### src/rtl/gpt_pkg.sv
package gpt_pkg;

    typedef struct packed {
        logic       gpo;
        logic       out_pol;
        logic       out_pulse;
        logic [1:0] cap_edge;
        logic       cap_en;
        logic       cmp_en;
        logic [3:0] pre_n;
        logic       pre_en;
        logic       reload;
        logic       run;
    } ctrl_t;

    localparam int CTRL_W = $bits(ctrl_t);

    // word indices of the register map
    localparam int A_CTRL  = 0;
    localparam int A_COUNT = 1;
    localparam int A_LOAD  = 2;
    localparam int A_MATCH = 3;
    localparam int A_CAPT  = 4;
    localparam int A_STAT  = 5;
    localparam int A_IEN   = 6;

    localparam int N_IRQ = 3;

    typedef enum logic {CNT_IDLE, CNT_RUN} cnt_state_e;
    typedef enum logic {OUT_LO, OUT_HI}    out_state_e;

endpackage

### src/rtl/gpt_core.sv
module gpt_core
    import gpt_pkg::*;
#(
    parameter int W       = 32,
    parameter int PRE_MAX = 8
) (
    input  logic         clk,
    input  logic         rst_n,
    input  logic         run_req,
    input  logic         reload_en,
    input  logic         pre_en,
    input  logic [3:0]   pre_n,
    input  logic         cmp_en,
    input  logic         cnt_wr,
    input  logic [W-1:0] cnt_wval,
    input  logic [W-1:0] load_val,
    input  logic [W-1:0] match_val,
    output logic [W-1:0] count,
    output logic         tick,
    output logic         ovf_ev,
    output logic         cmp_ev,
    output logic         is_run
);
    localparam int PW = PRE_MAX + 1;

    cnt_state_e st_q, st_d;
    logic [3:0]    n_eff;
    logic [PW-1:0] pre_q, pre_lim;
    logic          wrap;
    logic [W-1:0]  cnt_nx;

    always_ff @(posedge clk or negedge rst_n) begin
        if (!rst_n) st_q <= CNT_IDLE;
        else        st_q <= st_d;
    end

    always_comb begin
        st_d = st_q;
        unique case (st_q)
            CNT_IDLE: if (run_req)  st_d = CNT_RUN;   // start
            CNT_RUN:  if (!run_req) st_d = CNT_IDLE;  // stop
        endcase
    end

    assign is_run  = (st_q == CNT_RUN);
    assign n_eff   = (pre_n > 4'(PRE_MAX)) ? 4'(PRE_MAX) : pre_n;
    assign pre_lim = pre_en ? ((PW'(1) << n_eff) - PW'(1)) : '0;
    assign tick    = is_run && (pre_q >= pre_lim);

    always_ff @(posedge clk or negedge rst_n) begin
        if (!rst_n)       pre_q <= '0;
        else if (!is_run) pre_q <= '0;
        else if (tick)    pre_q <= '0;
        else              pre_q <= pre_q + PW'(1);
    end

    assign wrap   = (count == '1);
    assign cnt_nx = wrap ? (reload_en ? load_val : '0) : count + W'(1);
    assign ovf_ev = tick && !cnt_wr && wrap;
    assign cmp_ev = tick && !cnt_wr && cmp_en && (cnt_nx == match_val);

    always_ff @(posedge clk or negedge rst_n) begin
        if (!rst_n)      count <= '0;
        else if (cnt_wr) count <= cnt_wval;
        else if (tick)   count <= cnt_nx;
    end
endmodule

### src/rtl/gpt_capture.sv
module gpt_capture #(
    parameter int SYNC = 2
) (
    input  logic       clk,
    input  logic       rst_n,
    input  logic       pin,
    input  logic       en,
    input  logic [1:0] edge_sel,
    output logic       cap_ev
);
    logic [SYNC:0] sh_q;
    logic          rise, fall;

    always_ff @(posedge clk or negedge rst_n) begin
        if (!rst_n) sh_q <= '0;
        else        sh_q <= {sh_q[SYNC-1:0], pin};
    end

    assign rise   =  sh_q[SYNC-1] & ~sh_q[SYNC];
    assign fall   = ~sh_q[SYNC-1] &  sh_q[SYNC];
    assign cap_ev = en && ((edge_sel[0] && rise) || (edge_sel[1] && fall));
endmodule

### src/rtl/gpt_pwm.sv
module gpt_pwm
    import gpt_pkg::*;
(
    input  logic clk,
    input  logic rst_n,
    input  logic ev_ovf,
    input  logic ev_cmp,
    input  logic pulse_mode,
    input  logic polarity,
    output logic pin,
    output logic out_hi
);
    out_state_e st_q, st_d;
    logic ev_any;

    assign ev_any = ev_ovf | ev_cmp;

    always_ff @(posedge clk or negedge rst_n) begin
        if (!rst_n) st_q <= OUT_LO;
        else        st_q <= st_d;
    end

    always_comb begin
        st_d = st_q;
        unique case (st_q)
            OUT_LO: if (ev_any) st_d = OUT_HI;                 // flip / fire
            OUT_HI: begin
                if (pulse_mode) st_d = ev_any ? OUT_HI : OUT_LO; // hold / drop
                else if (ev_any) st_d = OUT_LO;                  // flip
            end
        endcase
    end

    always_comb begin
        out_hi = (st_q == OUT_HI);
        pin    = out_hi ^ polarity;
    end
endmodule

### src/rtl/gpt_regs.sv
module gpt_regs
    import gpt_pkg::*;
#(
    parameter int DW = 32,
    parameter int AW = 10
) (
    input  logic          clk,
    input  logic          rst_n,
    input  logic          bus_sel,
    input  logic          bus_wr,
    input  logic          bus_half,
    input  logic [AW-1:0] bus_addr,
    input  logic [DW-1:0] bus_wdata,
    output logic [DW-1:0] bus_rdata,
    input  logic [DW-1:0] count,
    input  logic          ovf_ev,
    input  logic          cmp_ev,
    input  logic          cap_ev,
    output ctrl_t         ctrl,
    output logic [DW-1:0] load_val,
    output logic [DW-1:0] match_val,
    output logic          cnt_wr,
    output logic [DW-1:0] cnt_wval,
    output logic          irq
);
    localparam int IW = AW - 2;
    localparam int HW = DW / 2;

    logic [IW-1:0]    widx;
    logic             wen;
    logic [DW-1:0]    lane_m, w_eff, ctrl_wr, load_wr, match_wr;
    logic [DW-1:0]    cap_q;
    logic [N_IRQ-1:0] stat_q, ien_q, stat_set, stat_clr;
    logic             unused_bits;

    assign widx        = bus_addr[AW-1:2];
    assign wen         = bus_sel & bus_wr;
    assign unused_bits = &{1'b0, bus_addr[0], w_eff[DW-1:N_IRQ]};
    assign lane_m      = !bus_half ? '1 :
                         (bus_addr[1] ? {{HW{1'b1}}, {HW{1'b0}}} : {{HW{1'b0}}, {HW{1'b1}}});
    assign w_eff       = bus_wdata & lane_m;

    function automatic logic [DW-1:0] merge(input logic [DW-1:0] old, input logic [DW-1:0] msk,
                                            input logic [DW-1:0] nw);
        return (old & ~msk) | (nw & msk);
    endfunction

    assign ctrl_wr  = merge({{(DW-CTRL_W){1'b0}}, ctrl}, lane_m, bus_wdata);
    assign load_wr  = merge(load_val, lane_m, bus_wdata);
    assign match_wr = merge(match_val, lane_m, bus_wdata);
    assign cnt_wval = merge(count, lane_m, bus_wdata);
    assign cnt_wr   = wen && (widx == IW'(A_COUNT));

    assign stat_set = {cap_ev, cmp_ev, ovf_ev};
    assign stat_clr = (wen && widx == IW'(A_STAT)) ? w_eff[N_IRQ-1:0] : '0;

    always_ff @(posedge clk or negedge rst_n) begin
        if (!rst_n) begin
            ctrl      <= '0;
            load_val  <= '0;
            match_val <= '0;
            ien_q     <= '0;
        end else if (wen) begin
            if (widx == IW'(A_CTRL))  ctrl      <= ctrl_t'(ctrl_wr[CTRL_W-1:0]);
            if (widx == IW'(A_LOAD))  load_val  <= load_wr;
            if (widx == IW'(A_MATCH)) match_val <= match_wr;
            if (widx == IW'(A_IEN))   ien_q     <= ien_q & ~lane_m[N_IRQ-1:0] | w_eff[N_IRQ-1:0];
        end
    end

    always_ff @(posedge clk or negedge rst_n) begin
        if (!rst_n) begin
            stat_q <= '0;
            cap_q  <= '0;
        end else begin
            stat_q <= (stat_q & ~stat_clr) | stat_set;
            if (cap_ev) cap_q <= count;
        end
    end

    assign irq = |(stat_q & ien_q);

    always_comb begin
        case (widx)
            IW'(A_CTRL):  bus_rdata = {{(DW-CTRL_W){1'b0}}, ctrl};
            IW'(A_COUNT): bus_rdata = count;
            IW'(A_LOAD):  bus_rdata = load_val;
            IW'(A_MATCH): bus_rdata = match_val;
            IW'(A_CAPT):  bus_rdata = cap_q;
            IW'(A_STAT):  bus_rdata = {{(DW-N_IRQ){1'b0}}, stat_q};
            IW'(A_IEN):   bus_rdata = {{(DW-N_IRQ){1'b0}}, ien_q};
            default:      bus_rdata = '0;
        endcase
    end
endmodule

### src/rtl/gp_timer.sv
module gp_timer
    import gpt_pkg::*;
#(
    parameter int DW      = 32,
    parameter int AW      = 10,
    parameter int PRE_MAX = 8,
    parameter int SYNC    = 2
) (
    input  logic          clk,
    input  logic          rst_n,
    input  logic          bus_sel,
    input  logic          bus_wr,
    input  logic          bus_half,
    input  logic [AW-1:0] bus_addr,
    input  logic [DW-1:0] bus_wdata,
    output logic [DW-1:0] bus_rdata,
    input  logic          cap_in,
    output logic          pwm_out,
    output logic          gpo_out,
    output logic          irq
);
    ctrl_t         ctrl;
    logic [DW-1:0] count, load_val, match_val, cnt_wval;
    logic          cnt_wr, tick, is_run, ovf_ev, cmp_ev, cap_ev, out_hi;

    gpt_regs #(.DW(DW), .AW(AW)) u_regs (
        .clk(clk), .rst_n(rst_n), .bus_sel(bus_sel), .bus_wr(bus_wr), .bus_half(bus_half),
        .bus_addr(bus_addr), .bus_wdata(bus_wdata), .bus_rdata(bus_rdata),
        .count(count), .ovf_ev(ovf_ev), .cmp_ev(cmp_ev), .cap_ev(cap_ev),
        .ctrl(ctrl), .load_val(load_val), .match_val(match_val),
        .cnt_wr(cnt_wr), .cnt_wval(cnt_wval), .irq(irq)
    );

    gpt_core #(.W(DW), .PRE_MAX(PRE_MAX)) u_core (
        .clk(clk), .rst_n(rst_n), .run_req(ctrl.run), .reload_en(ctrl.reload),
        .pre_en(ctrl.pre_en), .pre_n(ctrl.pre_n), .cmp_en(ctrl.cmp_en),
        .cnt_wr(cnt_wr), .cnt_wval(cnt_wval), .load_val(load_val), .match_val(match_val),
        .count(count), .tick(tick), .ovf_ev(ovf_ev), .cmp_ev(cmp_ev), .is_run(is_run)
    );

    gpt_capture #(.SYNC(SYNC)) u_cap (
        .clk(clk), .rst_n(rst_n), .pin(cap_in), .en(ctrl.cap_en),
        .edge_sel(ctrl.cap_edge), .cap_ev(cap_ev)
    );

    gpt_pwm u_pwm (
        .clk(clk), .rst_n(rst_n), .ev_ovf(ovf_ev), .ev_cmp(cmp_ev),
        .pulse_mode(ctrl.out_pulse), .polarity(ctrl.out_pol), .pin(pwm_out), .out_hi(out_hi)
    );

    assign gpo_out = ctrl.gpo;
endmodule

### config.mk
export PLATFORM = sky130hd
export DESIGN_NAME = gp_timer
export DESIGN_NICKNAME = d
export VERILOG_FILES = /design/src/rtl/gpt_pkg.sv /design/src/rtl/gpt_core.sv /design/src/rtl/gpt_capture.sv /design/src/rtl/gpt_pwm.sv /design/src/rtl/gpt_regs.sv /design/src/rtl/gp_timer.sv
export SDC_FILE = /design/constraint.sdc
export NUM_CORES = 1
export LEC_CHECK = 0
export ABC_AREA = 1
export BUFFER_PORTS_ARGS = -buffer_cell sky130_fd_sc_hd__clkbuf_2
export CORE_MARGIN = 2
export CORE_UTILIZATION = 45
export CTS_BUF_LIST = sky130_fd_sc_hd__clkbuf_4
export DETAILED_ROUTE_END_ITERATION = 10
export SLEW_MARGIN = 20
export SYNTH_ARGS = -nofsm -noshare
export SYNTH_HDL_FRONTEND = slang
export SYNTH_HIERARCHICAL = 1
export SYNTH_SLANG_ARGS = --single-unit
### constraint.sdc
create_clock -name clk -period 3.6 [get_ports clk]
set_input_delay 0.54 -clock clk [delete_from_list [all_inputs] [get_ports clk]]
set_output_delay 0.54 -clock clk [all_outputs]
set_load 0.01 [all_outputs]
## Word-level counts from Yosys, hierarchy flattened

Cells that the tools add are included.
Widths: inputs -> output; s select.

| operators by class | value |
|---|---|
| order comparisons | 2 |
| bitwise operators | 25 |
| shift-type cells | 1 |
| reduce and logical (&&, ||, !) cells | 19 |
| eq/ne operators | 8 |
| add/sub/neg operators | 3 |
| mux-type cells | 17 |

Operator list:

| cell | count |
|---|---|
| $pmux 32 s7 | 1 |
| $mux 32 | 6 |
| $and 32x32->32 | 4 |
| $or 32x32->32 | 3 |
| $add 32x1->32 const B | 1 |
| $eq 32x32->1 | 1 |
| $eq 32x32->1 const B | 1 |
| $not 32->32 | 1 |
| $mux 9 | 3 |
| $eq 8x3->1 const B | 3 |
| $eq 8x2->1 const B | 2 |
| $and 14x14->14 | 1 |
| $or 14x14->14 | 1 |
| $logic_and 1x1->1 | 10 |
| $add 9x1->9 const B | 1 |
| $and 3x3->3 | 3 |
| $ge 9x9->1 | 1 |
| $shl 1x4->9 const A | 1 |
| $sub 9x1->9 const B | 1 |
| $eq 8x1->1 const B | 1 |
| $logic_not 8->1 | 1 |
| $reduce_and 2->1 | 4 |
| $not 3->3 | 2 |
| $or 3x3->3 | 2 |
| 13 further kinds | 20 |

| storage, ports and cells | value |
|---|---|
| register bits | 162 |
| logic and storage cells | 95 |
| output and inout bits | 35 |
| input bits | 48 |

## Longest topological paths before layout

| depth | value |
|---|---|
| word-level depth | 14 |
| mapped depth | 21 |
| depth with buffers taken out | 21 |

## Cells and area by module

The synthesis kept the hierarchy.

Modules (own cells, without submodules):

| module | cells an instance | sequential area each (µm²) | area each (µm²) | times used |
|---|---|---|---|---|
| gpt_regs | 903 | 2902.8 | 6471.2 | 1 |
| gpt_core | 767 | 1051.0 | 4429.2 | 1 |
| gpt_capture | 10 | 75.1 | 102.6 | 1 |
| gpt_pwm | 13 | 25.0 | 77.6 | 1 |

## Worst setup path after synthesis

Ideal clock, no wire load.

| timing path | value |
|---|---|
| path type | reg-to-reg |
| start | register (tool-made name) |
| end | register u_pwm.st_q (netlist: u_pwm/out_hi) |
| required time | 3.483 ns |
| setup time | 0.117 ns |
| slack | 0.563 ns |
| path buffers | 0 |
| cell stages (with the launch flop) | 20 |
| arrival time | 2.921 ns |
| period minus slack after synthesis | 3.037 ns |
| cell sequence | dfrtp_1 > or2_2 > nor2_1 > nand2_1 > ha_1 > nand4_1 > or3_1 > nand3_1 > ha_1 > nand2_1 > nor2_1 > nand4_1 > o2111ai_1 > nand2_1 > nor2_1 > nand3_1 > nor2_1 > nor2_1 > nor2_1 > nor2_1 |

RTL lines:

| element | line | source |
|---|---|---|
| to (signal assigned) | gpt_pwm.sv:20 | `else st_q <= st_d;` |
| to (decl) | gpt_pwm.sv:13 | `out_state_e st_q, st_d;` |

==> results.md <==
- Vias per cell: 5.49
- Std cell rows: 57
- Die height: 161 um
- RD Place Congestion: 0.969
- Via count: 11,580
- CORE AREA: 24,200 sq um
- VDD IR max: 174 uV
- Max capacitance violation total: 0
- Startpoint Class: flip-flop
- Synth Flop Type: dfrtp_1
- DR top layer: met4
- Largest net degree at the start of global routing: 77
- Final worst-path cycle share: between 90% and 100%
- Final slew viol count: 0
- Port Buffer Count: 81
- Mean post-synth cell area: between 6 and 7 sq um
- Chip width: 161 um
- CTS root buf: clkbuf_4
- Outcome: complete, no violations
- WL met1: 18,000 um
- Crit-path cells: or2_2, nor2_1, nand2_1, ha_1, nand4_1, or3_1, nand3_1, ha_1, a21oi_2, nor2_1, a211oi_2, o2111ai_2, nand2_2, inv_1, nor2_4, buf_12, nand2_1, nand3_1
- CP arrival: 3.79 ns
- Setup slack, reg-to-reg: 0.31 ns
- Final count of hold timing violations: 0
- Period minus WS final: 3.29 ns
- DP Cell Count: 2,073
- Wire per inst: between 15 and 20 um
- Critical-path top delay cell: dfrtp_1
- Finished Layout Cells: around 2,100
- Dpl hpwl: ~28,000 um
- Worst-case headroom to the max-slew limit: between 40% and 50%
- Biggest area consumer among synthesized cells: dfrtp_1
- Global route overflow: 0
- Synth-to-layout area growth: 10.8%
- Worst-Skew Late Latency: 0.58 ns
- Initial core utilization: 45.7%
- Cell family with most CP delay: simple AND/OR/NAND/NOR gates
- Final wirelength: 38,900 um
- Reg2reg end: u_core/count[14]
- Setup TNS: 0 ns
- Metal3 WL: 3420 um
- First-pass GRT wire length: 59,700 um
- Seq cells post-synth: 162
- Top Ports: 83
- Mapped Nets: 1,753
- WHS Path Cells: 1
- Hold Crit Class: in -> reg
- Ranking of synthesized cells by area: dfrtp_1, nand2_1, nand3_1, inv_1, nor2_1
- Mapped Area: 11,100 sq um
- Top cells by count, synth: nand2_1, nand3_1, dfrtp_1
- Worst-path clk slew: 0.15 ns
- Initial DRC count: 1,207
- CTS tree: done
- Most common cell in the netlist: nand2_1
- CTS Sinks: approximately 160
- # H-tree levels: 4
- Pre-Repair DR Iteration Count: 7
- Initial antenna violation count: 1
- Final setup viols: 0
- Inserted Clock Buffers: 17
- Leak Pwr: 6.37 nW
- Antenna-violating nets left: 0
- Syn Inst Count: 1,693
- Layout cells sized above 1: 14.3%
- Maximum clock frequency: 0.304 GHz
- Worst slew pin tran: 0.875 ns
- Synth top area share: approximately 37%
- Ys async rst share: 100%
- Worst setup EP type: flip-flop
- DIE AREA: 25,900 sq um
- Unique masters post-synth: 43
- Crit Path Max Fanout: 16
- Final nets: 1,833
- YS warnings: 6
- GRT Overall Usage: 30.0%
- Number of flops mapped to enable cells by yosys: 0
- Metal2 WL: 16,600 um
- WP data required: between 4 and 5 ns
- Crit path depth: 18
- Kind of critical path: reg -> reg
- Sequential area share after synthesis: 36.6%
- FF-to-FF path depth: 18
- Bufs and invs on worst path: 2
- PD cells: 283 nW/um^2
- Worst Hold End: u_cap/sh_q[0]
- Vias in the first global route: 10,317
- CP max stage delay: 0.45 ns
- Clock Path Buffers: 2
- DRC: 0
- HP Start: cap_in
- Post-Route Skew: 0.0264 ns
## worst max-delay path by stage
stage	from	to
CTS	flip-flop	u_pwm/out_hi
global route	flip-flop	u_pwm/out_hi
floorplan	flip-flop	u_pwm/out_hi
detailed placement	flip-flop	u_pwm/out_hi
global placement	flip-flop	u_pwm/out_hi
finish	flip-flop	u_core/count[14]
## metal layers
metal | GRT usage [%] | up-vias
met5 | 0 | -
met3 | 5.89 | 47
met4 | 7.51 | 0
met2 | 44.1 | 506
li1 | - | 5573
met1 | 45.0 | 5454
## stage by stage
| step | total power [mW] | worst slack (ns) | hold WS (ns) | area (sq um) | utilization [%] |
|---|---|---|---|---|---|
| after CTS | 3.49 | 0.221 | 0.0116 | 12200 | 50.3 |
| after global routing | 3.62 | -0.0432 | 0.00353 | 12300 | 50.6 |
| after detailed placement | 2.36 | 0.241 | 0.341 | 11900 | 49.2 |
| final | 3.47 | 0.311 | 0.0564 | 12300 | 50.6 |
| after global placement | 2.35 | 0.276 | 0.337 | 11900 | 49.2 |
| after floorplan | 2.15 | 0.563 | 0.244 | 11100 | - |
## kinds of logic after synthesis
group	synth area share (%)
and+or+nand+nor	48.0
buffers and inverters	7.99
DFF	36.6
AOI/OAI and AO/OA	4.96
xor gates and xnor gates	1.11
adders and majority gates	1.35
other	0.0338
## placed cells by master, fill, tap and decap left out, types with 22 or more instances in the layout
cell type and n:
buf_4 46, clkbuf_2 80, dfrtp_1 162, inv_1 115
nand2_1 705, nand2_2 22, nand3_1 264, nand3b_1 24
nand4_1 30, nor2_1 106, o21ai_0 69
## where the power goes
| group | switching (mW) | internal, mW |
|---|---|---|
| logic | 0.299 | 0.131 |
| registers | 0.0505 | 1.86 |
| clock network | 0.764 | 0.370 |
| total | 1.11 | 2.36 |
## area by class of cell
type / count / area, sq um
clock buffer: 19 / 143
antenna: 1 / 2.50
timing repair buffer: 133 / 863
clock inverter: 13 / 124
multi-input combinational: 1329 / 6190
fill: 2554 / 12000
sequential: 162 / 4050
inverter: 130 / 494
tap: 324 / 405
## what timing repair did
action                                  CTS  global route
hold buffers                              1             0
buffers inserted                          0             2
gates resized for setup                   0             6
endpoints found under the setup margin    0            34
endpoints found under the hold margin    13             0
## worst reg2reg max path: cells and delay by family (launching register included)
family / cells / cell delay (ns)
buffers and inverters: 2 / 0.28
flip-flops: 1 / 0.45
AND/OR/NAND/NOR: 11 / 1.44
AO/OA/AOI/OAI: 3 / 0.51
adder cells (fa/ha/maj): 2 / 0.55
(Power assumes the default switching activity.)
